[src/rtl/ns_time_counter.sv]
module ns_time_counter #(
  parameter int          AW        = 3,
  parameter logic [63:0] BASE_STEP = 64'h0000_0001_9999_9999,
  parameter int          MID_MULT  = 2,
  parameter int          SLOW_MULT = 20
) (
  input  logic          clk,
  input  logic          rst_n,
  input  logic [1:0]    link_speed,
  input  logic          reg_wr,
  input  logic          reg_rd,
  input  logic [AW-1:0] reg_addr,
  input  logic [31:0]   reg_wdata,
  output logic [31:0]   reg_rdata,
  output logic [63:0]   time_ns
);
  localparam logic [AW-1:0] A_CTRL = AW'(0);
  localparam logic [AW-1:0] A_TLO  = AW'(1);
  localparam logic [AW-1:0] A_THI  = AW'(2);
  localparam logic [AW-1:0] A_SLO  = AW'(3);
  localparam logic [AW-1:0] A_SHI  = AW'(4);

  logic [95:0] acc;
  logic [63:0] step_q;
  logic [31:0] hold_t, hold_s, snap_hi;
  logic [1:0]  ctrl;
  logic [63:0] mult, src_step, eff_step;
  logic        commit_t, run;

  assign commit_t = reg_wr && reg_addr == A_THI;
  assign run      = ctrl[0];
  assign src_step = ctrl[1] ? BASE_STEP : step_q;
  assign time_ns  = acc[95:32];

  always_comb begin
    case (link_speed)
      2'd0:    mult = 64'd1;
      2'd1:    mult = 64'(MID_MULT);
      2'd2:    mult = 64'(SLOW_MULT);
      default: mult = 64'd0;
    endcase
  end

  assign eff_step = src_step * mult;

  always_ff @(posedge clk) begin
    if (!rst_n) begin
      acc     <= '0;
      step_q  <= '0;
      hold_t  <= '0;
      hold_s  <= '0;
      snap_hi <= '0;
      ctrl    <= '0;
    end else begin
      if (reg_wr && reg_addr == A_CTRL) ctrl   <= reg_wdata[1:0];
      if (reg_wr && reg_addr == A_TLO)  hold_t <= reg_wdata;
      if (reg_wr && reg_addr == A_SLO)  hold_s <= reg_wdata;
      if (reg_wr && reg_addr == A_SHI)  step_q <= {reg_wdata, hold_s};
      if (reg_rd && reg_addr == A_TLO)  snap_hi <= acc[95:64];
      if (commit_t)  acc <= {reg_wdata, hold_t, 32'h0};
      else if (run)  acc <= acc + {32'h0, eff_step};
    end
  end

  always_comb begin
    case (reg_addr)
      A_CTRL:  reg_rdata = {30'h0, ctrl};
      A_TLO:   reg_rdata = acc[63:32];
      A_THI:   reg_rdata = snap_hi;
      A_SLO:   reg_rdata = step_q[31:0];
      A_SHI:   reg_rdata = step_q[63:32];
      default: reg_rdata = '0;
    endcase
  end

  p_tick_add_r1: assert property (@(posedge clk) disable iff (!rst_n)
    (run && !commit_t) |=> acc == $past(acc) + {32'h0, $past(eff_step)});

  p_snap_hi_r2: assert property (@(posedge clk) disable iff (!rst_n)
    (reg_rd && reg_addr == A_TLO) |=> snap_hi == $past(time_ns[63:32]));

  p_lo_hold_r3: assert property (@(posedge clk) disable iff (!rst_n)
    (reg_wr && reg_addr == A_TLO && !run) |=> $stable(time_ns));

  p_commit_r4: assert property (@(posedge clk) disable iff (!rst_n)
    commit_t |=> (time_ns == {$past(reg_wdata), $past(hold_t)} && acc[31:0] == 32'h0));

  p_step_lo_r6: assert property (@(posedge clk) disable iff (!rst_n)
    (reg_wr && reg_addr == A_SLO) |=> $stable(step_q));

  p_stop_r8: assert property (@(posedge clk) disable iff (!rst_n)
    (link_speed == 2'd3 && !commit_t) |=> $stable(acc));

  p_idle_r9: assert property (@(posedge clk) disable iff (!rst_n)
    (!run && !commit_t) |=> $stable(acc));
endmodule

[config.mk]
export PLATFORM = sky130hd
export DESIGN_NAME = ns_time_counter
export DESIGN_NICKNAME = d
export VERILOG_FILES = /design/src/rtl/ns_time_counter.sv
export SDC_FILE = /design/constraint.sdc
export NUM_CORES = 1
export LEC_CHECK = 0
export ABC_CLOCK_PERIOD_IN_PS = 7400
export BUFFER_PORTS_ARGS = -buffer_cell sky130_fd_sc_hd__buf_2
export CAP_MARGIN = 25
export CORE_MARGIN = 2
export CORE_UTILIZATION = 55
export CTS_CLUSTER_DIAMETER = 30
export DETAILED_ROUTE_END_ITERATION = 10
export PLACE_DENSITY = 0.81
export SLEW_MARGIN = 20
export SYNTH_ARGS = -nofsm -noshare
export SYNTH_HDL_FRONTEND = slang
export SYNTH_SLANG_ARGS = --single-unit
[constraint.sdc]
create_clock -name clk -period 7.4 [get_ports clk]
set_input_delay 0.74 -clock clk [delete_from_list [all_inputs] [get_ports clk]]
set_output_delay 0.74 -clock clk [all_outputs]
set_load 0.03 [all_outputs]
# Word level (Yosys, flattened, before mapping)
# Index checks and enable logic that the tools add are counted.
[totals] inputBits=41 regBits=258 elab_cells=31
[classes] reduce_logical=10 eq_ne=6 bitwise=1 muxes=5 n_mul=1 add_sub_neg=1
[op_table] cell="$mux 96" count=2
[op_table] cell="$pmux 32 s5" count=1
[op_table] cell="$add 96x64->96" count=1
[op_table] cell="$mul 64x64->64" count=1
[op_table] cell="$mux 64" count=1
[op_table] cell="$pmux 5 s3" count=1
[op_table] cell="$eq 3x2->1 const B" count=2
[op_table] cell="$logic_and 1x1->1" count=6
[op_table] cell="$eq 3x1->1 const B" count=1
[op_table] cell="$eq 3x3->1 const B" count=1
[op_table] cell="$logic_not 3->1" count=1
[op_table] cell="$eq 2x1->1 const B" count=1
[op_table] cell="$eq 2x2->1 const B" count=1
[op_table] cell="$logic_not 2->1" count=1
[op_table] cell="$reduce_bool 2->1" count=1
[op_table] cell="$reduce_or 2->1" count=1
[op_table] cell="$not 1->1" count=1

# Logic depth before layout (Yosys ltp)
# Gate-level depths: netlist (run 1).
[logic_depth] word_depth=6 depth_mapped=35 ltp_nobuf=30

# Worst setup path before layout (run 1)
# OpenSTA, ideal clock, no wires.
[synth_timing] path_type="input -> register" start="in link_speed[0]" end="reg acc[72]" stages=34 n_path_buf=5 arrival_time_ns=7.444 setup_time_ns=0.132 slack_ns=-0.177 cell_sequence="nand2b_1 -> nor2_1 -> clkbuf_1 -> clkbuf_1 -> and2_1 -> ha_1 -> fa_1 -> inv_1 -> fa_1 -> inv_1 -> ha_1 -> clkbuf_1 -> nand2_1 -> nor2_1 -> nor4b_2 -> or4b_4 -> a31oi_4 -> a311o_2 -> nand2_1 -> o21ai_1 -> xor2_1 -> ha_1 -> clkbuf_1 -> nand2_1 -> o21ai_0 -> a21oi_1 -> o21a_1 -> o221ai_1 -> o21bai_2 -> a41oi_2 -> buf_2 -> nor4_1 -> xnor2_1 -> a21oi_1"
[synth_via] elab_chain_cells=6 elab_cells_between_ends=8 cone_classes="add/sub: 1; mul: 1; eq/ne: 2; mux: 3; reduce/logical: 1"
[synth_rtl] item="start, declared" line_no="9" text="input logic [1:0] link_speed,"
[synth_rtl] item="$eq 2x2->1, or another cell as far along" line_no="36" text="case (link_speed)"
[synth_rtl] item="$pmux 5 s3 (*)" line_no="36"
[synth_rtl] item="$mul 64x64->64 (*)" line_no="44" text="assign eff_step = src_step * mult;"
[synth_rtl] item="$add 96x64->96 (*)" line_no="61" text="else if (run) acc <= acc + {32'h0, eff_step};"
[synth_rtl] item="$mux 96 (*)" line_no="61"
[synth_rtl] item="$mux 96 (*)" line_no="60" text="if (commit_t) acc <= {reg_wdata, hold_t, 32'h0};"
[synth_rtl] item="end signal, assigned" line_no="60"
[synth_rtl] item="end signal, assigned" line_no="61"
[synth_rtl] item="end, declared" line_no="23" text="logic [95:0] acc;"
# Mark *: on every way between the ends. The rest lies on a longest branch, timed or not. The select of a mux whose other input is x is not followed.
# A chain may end at the register's enable or synchronous reset.

# Worst setup path in the final report (run 1)
[layout_timing] start="in link_speed[0]" end="reg acc[91]"
# Same word-level chain as after synthesis.

==> reports/metrics.yaml, run 1 <==
pwr:
  clockPowerShare_pct: 62.6
  p_switching_mw: 1.306
  p_comb_share_pct: 8.3
  total_power_mw: 5.031
  ir_drop_uv: 242.3
  p_leak_nw: 14.18
  p_int_mw: 3.726
  p_seq_share_pct: 29.1
  switching_share_pct: 25.95
  p_per_area_mw_per_mm2: 166.1
clock_tree:
  clock_sinks: 258
  clk_pin_slew_ns: 0.05
  cts_tree: "built"
  clk_latency_ns: 0.63
  cts-root-buf: "clkbuf_16"
  clk_path_buf_depth: 3
  numCtsBuffers: 69
  cts_hold_buf: 0
  cts_max_level: 3
critical_path:
  worstPathArrival_ns: 7.78
  critPathMaxFanout: 29
  max_stage_delay_ns: 0.58
  worstPathRequired_ns: 7.93
  start_kind: "primary input"
  worstSetupPathType: "in -> reg"
  cp_slowest_cell: "fa_1"
  crit_path_end_kind: "flop"
sta:
  fmax_mhz: 137.9
  final_hold_viol_count: 0
  timing.final.crit_period_ns: 7.251
  setup_viol_count_final: 0
  fin_worst_skew_ns: 0.04479
  finalMaxSlewViolations: 0
  worst_slack_ns: 0.1485
  worst_slew_pin_slew_ns: 0.9297
  tns_ns: 0
  relSlewSlack_pct: 37.80
  holdWs_ns: 0.4207
  post-route-period-util_pct: 97.99
global_route:
  grt_antenna_before_repair: 2
  gr-total-overflow: 0
  grt_pass1_vias: 24570
  grtUsageTotal_pct: 39.23
  grt_max_degree: 101
  grt_pass1_wl_mm: 136.5
floorplanning:
  rows: 76
  boundaryPins: 137
  die_area_mm2: 0.04560
  start_util_pct: 55.93
  core_mm2: 0.04317
  die_h_um: 213.5
  die_x_um: 213.5
yosys:
  ys_ff_latch: 258
  synth_top_family_by_area: "compound AO/OA/AOI/OAI gates"
  syn_nets: 3602
  synth_area_mm2: 0.02415
  postSynth.asyncResetShare_pct: 0
  avgSynthCellArea_um2: 7.380
  synthAdderAreaFrac_pct: 18.71
  yosysTopAreaCellShare_pct: 21.39
  ys_top_cells_by_area: "dfxtp_1, fa_1, ha_1, a21oi_1, nand2_1"
  synth_cells: 3272
  yosysWarnings: 0
  ys.flop_type: "dfxtp_1"
  yosysTopAreaCell: "dfxtp_1"
  synth-simple-area-share_pct: 20.35
  synth.distinct_cells: 85
  synthXorXnorAreaFrac_pct: 6.347
  synthMuxAreaShare_pct: 1.326
  seq_area_frac_synth_pct: 21.39
  synth_compound_area_share_pct: 22.08
  synth_edf_count: 0
final_layout:
  register_area_mm2: 0.005175
  final_cell_mix: "nand2_1, buf_4, a21oi_1"
  layout_commonest_cell: "nand2_1"
  stdcell_area_mm2: 0.03028
  final_nets: 3959
  drive_gt1_share_pct: 20.46
  synthToLayoutAreaGrowth_pct: 25.42
  instances_no_fill: 4265
  multi_input_area_mm2: 0.01685
  final_core_util_pct: 70.15
  antenna_cells: 0
  fillers: 3544
detailed_routing:
  wl_per_cell_um: 21.14
  wl_met3_mm: 9.280
  dr_total_vias: 25540
  antenna_left: 0
  routed-wl-met2_mm: 38.42
  drc: 0
  vias_per_cell: 5.989
  routed_wl_mm: 90.18
  drt-initial-drc-count: 2628
  met1_length_mm: 34.40
  highest_layer: "met4"
  firstDrtPassIters: 6
placement:
  io_buffers: 136
  post_dp_cell_area_mm2: 0.02754
  dp_slack_ns: -0.6782
  dpl.hpwl_mm: 68.24
  gp_congestion: 1.037
  place_inst: 4138
flow_run:
  drv_cap: 0
run_status:
  outcome: "finished clean"
hold_path:
  hold_class: "in -> reg"
synth_stat cells (37+ instances only):
cell	number
xor2_1	76
buf_4	64
fa_1	120
ha_1	169
dfxtp_1	258
nand4_1	54
nor3_1	39
clkbuf_1	181
nand3_1	42
inv_1	284
a21oi_1	406
and3_1	37
nand2_1	524
a21o_1	65
xnor2_1	99
nor2_1	222
and2_1	93
o21ai_0	142
kinds of logic (layout without fill, tap and decap cells):
| group | after synthesis | count (layout) |
|---|---|---|
| adder cells (fa/ha/maj) | 289 | 289 |
| AND/OR/NAND/NOR | 1088 | 1088 |
| AO/OA/AOI/OAI | 870 | 870 |
| XOR/XNOR | 175 | 175 |
| multiplexers | 32 | 32 |
| flip-flops | 258 | 258 |
| buffers and inverters | 560 | 968 |
critical path, delay by kind of cell:
| kind | cells | cell delay, ns |
|---|---|---|
| buffers and inverters | 8 | 1.05 |
| adder cells (fa/ha/maj) | 5 | 2.09 |
| XOR/XNOR | 2 | 0.37 |
| AO/OA/AOI/OAI | 14 | 2.63 |
| AND/OR/NAND/NOR | 5 | 0.90 |
final timing paths:
| kind | endpoint | depth (start not counted) | slack (ns) | start |
|---|---|---|---|---|
| setup / recovery | acc[91] | 34 | 0.15 | link_speed[0] |
| hold / removal | hold_t[29] | 3 | 0.42 | reg_wdata[29] |
| setup reg to reg | acc[91] | 32 | 0.23 | ctrl[1] |
| hold reg to reg | step_q[31] | 2 | 0.45 | hold_s[31] |
what timing repair did:
| item | CTS | global route |
|---|---|---|
| endpoints found under the setup margin | 4 | 47 |
| setup buffers | 0 | 4 |
| pin swaps | 0 | 7 |
| resized for setup | 2 | 48 |
| cloned | 0 | 0 |
| endpoints found under the hold margin | 0 | 0 |
state kept, by name (all words and copies together) (netlist names):
name     cells
snap_hi     32
step_q      64
hold_s      32
hold_t      32
acc         96
ctrl         2
cell type report:
| cell class | instances | share of cell area (%) |
|---|---|---|
| inverter | 284 | 3.528 |
| sequential | 258 | 17.09 |
| multi-input combinational | 2454 | 55.65 |
| tap | 585 | 2.417 |
| clock inverter | 33 | 1.789 |
| clock buffer | 89 | 6.383 |
| timing repair buffer | 562 | 13.14 |
routing by layer:
metal / GRT usage, % / up-vias
li1: - / 11720
met1: 48.15 / 12020
met2: 59.16 / 1444
met3: 9.476 / 364
met4: 30.89 / 0
met5: 0 / -
power groups by stage:
stage	registers, mW	clock network [mW]	logic, mW
final	1.46	3.15	0.416
after global placement	1.48	0	0.388
after global routing	1.46	3.24	0.438
after CTS	1.46	3.16	0.399
after floorplan	1.46	0	0.246
after detailed placement	1.48	0	0.394
No activity file was read; power rests on OpenSTA's default activity.
==> run 2, diff against run 1 <==
- CORE_UTILIZATION: 55 -> 35
- PLACE_DENSITY: 0.81 -> 0.57
==> reports/metrics.yaml, run 2 (synthesized netlist as in run 1, its figures left out) <==
placement:
  dpl.hpwl_mm: 73.77  # +8.1%
  io_buffers: 136  # unchanged
  post_dp_cell_area_mm2: 0.02813  # +2.1%
  place_inst: 4467  # +8.0%
  dp_slack_ns: -0.6455  # +0.03269 ns
  gp_congestion: 0.9287  # -10%
pwr:
  p_per_area_mw_per_mm2: 151.3  # -8.9%
  p_switching_mw: 1.265  # -3.1%
  p_int_mw: 3.342  # -10%
  switching_share_pct: 27.46  # +1.5 points
  p_comb_share_pct: 9.1  # +0.8 points
  clockPowerShare_pct: 59.1  # -3.5 points
  ir_drop_uv: 192.5  # -21%
  p_seq_share_pct: 31.8  # +2.7 points
  p_leak_nw: 14.16  # -0.13%
final_layout:
  synthToLayoutAreaGrowth_pct: 26.14
  stdcell_area_mm2: 0.03046  # +0.58%
  final_nets: 3982  # +0.58%
  largest_reg_flops: 96  # unchanged
  register_area_mm2: 0.005177  # about the same
  final_cell_mix: "nand2_1, buf_4, a21oi_1"
  top_register: "acc"
  multi_input_area_mm2: 0.01679  # -0.39%
  layout_commonest_cell: "nand2_1"
  drive_gt1_share_pct: 20.66  # +0.20 points
  instances_no_fill: 4587  # +7.5%
  fillers: 7018  # +98%
  top_regs: "acc: 96 flops, step_q: 64 flops"
clock_tree:
  numCtsBuffers: 60  # -13%
  clock_sinks: 258  # unchanged
  clk_pin_slew_ns: 0.05  # about the same
  cts_max_level: 2  # -1
  cts_hold_buf: 0  # unchanged
  clk_path_buf_depth: 3  # unchanged
  cts-root-buf: "clkbuf_16"
  cts_tree: "built"
  clk_latency_ns: 0.66  # +0.03 ns
critical_path:
  worstPathArrival_ns: 7.65  # -0.13 ns
  max_stage_delay_ns: 0.63  # +0.05 ns
  start_kind: "flop"
  worstPathRequired_ns: 7.96  # +0.03 ns
  crit_path_end_kind: "flop"
  worstSetupPathType: "reg -> reg"
  critPathMaxFanout: 8  # -72%
  crit_path_frequent_cell: "buf_4"
  cp_slowest_cell: "dfxtp_1"
sta:
  final_hold_viol_count: 0  # unchanged
  finalMaxSlewViolations: 0  # unchanged
  setup_viol_count_final: 0  # unchanged
  worst_slack_ns: 0.3151  # +0.1666 ns
  timing.final.crit_period_ns: 7.085  # -0.1666 ns
  worst_slew_pin_slew_ns: 0.9512  # +0.02150 ns
  fin_worst_skew_ns: 0.09574  # +0.05095 ns
  tns_ns: 0  # unchanged
  holdWs_ns: 0.4003  # -0.02035 ns
  fmax_mhz: 141.1  # +2.4%
  post-route-period-util_pct: 95.74  # -2.3 points
  relSlewSlack_pct: 36.43  # -1.4 points
detailed_routing:
  dr_total_vias: 24210  # -5.2%
  drt-initial-drc-count: 2101  # -20%
  antenna_left: 0  # unchanged
  routed_wl_mm: 93.25  # +3.4%
  wl_per_cell_um: 20.33  # -3.9%
  drc: 0  # unchanged
  firstDrtPassIters: 6  # unchanged
  vias_per_cell: 5.279  # -12%
global_route:
  grt_antenna_before_repair: 3  # +1
  grtUsageTotal_pct: 25.66  # -14 points
  grt_pass1_wl_mm: 139.8  # +2.4%
  gr-total-overflow: 0  # unchanged
  grt_pass1_vias: 22960  # -6.6%
  grt_max_degree: 104  # +3.0%
floorplanning:
  die_area_mm2: 0.07111  # +56%
  rows: 96  # +26%
  die_x_um: 266.7  # +25%
  die_h_um: 266.7  # +25%
  start_util_pct: 35.27  # -21 points
  core_mm2: 0.06847  # +59%
  boundaryPins: 137  # unchanged
hold_path:
  hold_class: "in -> reg"
flow_run:
  drv_cap: 0  # unchanged
run_status:
  outcome: "finished clean"
[run 2: changes by cell type in the layout (fill, tap and decap cells not counted), moves of 4 or more]
cell,before,now
bufinv_16,9,5
buf_4,418,450
a21oi_1,398,404
inv_6,1,7
a21oi_2,9,3
clkbuf_16,70,60
[run 2: what timing repair did]
action / 4_1_cts / 5_1_grt
pin swaps: 0 / 6
resized for setup: 2 / 38
endpoints found under the setup margin: 3 / 47
buffers inserted: 0 / 4
[run 2: routing by layer]
metal	GRT usage [%]	share of wire, %	vias to the layer above
li1	-	-	11780
met1	37.33	48	11430
met2	37.39	41	858
met3	4.392	7.3	148
met4	10.05	4.1	2
met5	0	0.0075	-
[run 2: power by group through the flow]
stage	Combinational (mW)	Sequential [mW]	Clock, mW
2_1_floorplan	0.246	1.46	0
3_3_place_gp	0.408	1.49	0
3_5_place_dp	0.407	1.49	0
4_1_cts	0.410	1.46	2.75
5_1_grt	0.450	1.46	2.82
6_report	0.421	1.47	2.72
[run 2: worst paths after layout]
check / cells past startpoint / end / startpoint / slack, ns
max: 28 / acc[59] / step_q[8] / 0.32
min: 3 / hold_s[31] / reg_wdata[31] / 0.40
max reg2reg: 28 / acc[59] / step_q[8] / 0.32
min reg2reg: 2 / step_q[15] / hold_s[15] / 0.45
[run 2: per-stage QoR]
step	utilization [%]	total power, mW
after global placement	41.08	1.898
final	44.49	4.608
after CTS	44.20	4.620
after global routing	44.48	4.736
after floorplan	-	1.708
after detailed placement	41.08	1.897
[run 2: critical path: cells and delay by family (launching register included)]
| kind | cells | cell delay (ns) |
|---|---|---|
| AND/OR/NAND/NOR | 5 | 0.72 |
| flip-flops | 1 | 0.63 |
| adder cells (fa/ha/maj) | 4 | 1.78 |
| AO/OA/AOI/OAI | 10 | 2.64 |
| XOR/XNOR | 3 | 0.42 |
| buffers and inverters | 6 | 0.83 |
[run 2: cell type report]
cell class / count / share of cell area [%]
multi-input cells: 2454 / 55.11
flip-flops and latches: 258 / 17.00
repair buffers: 594 / 13.76
clock buffers: 76 / 5.488
well taps: 882 / 3.623
inverters: 284 / 3.516
clock inverters: 37 / 1.483
diodes: 2 / 0.01643
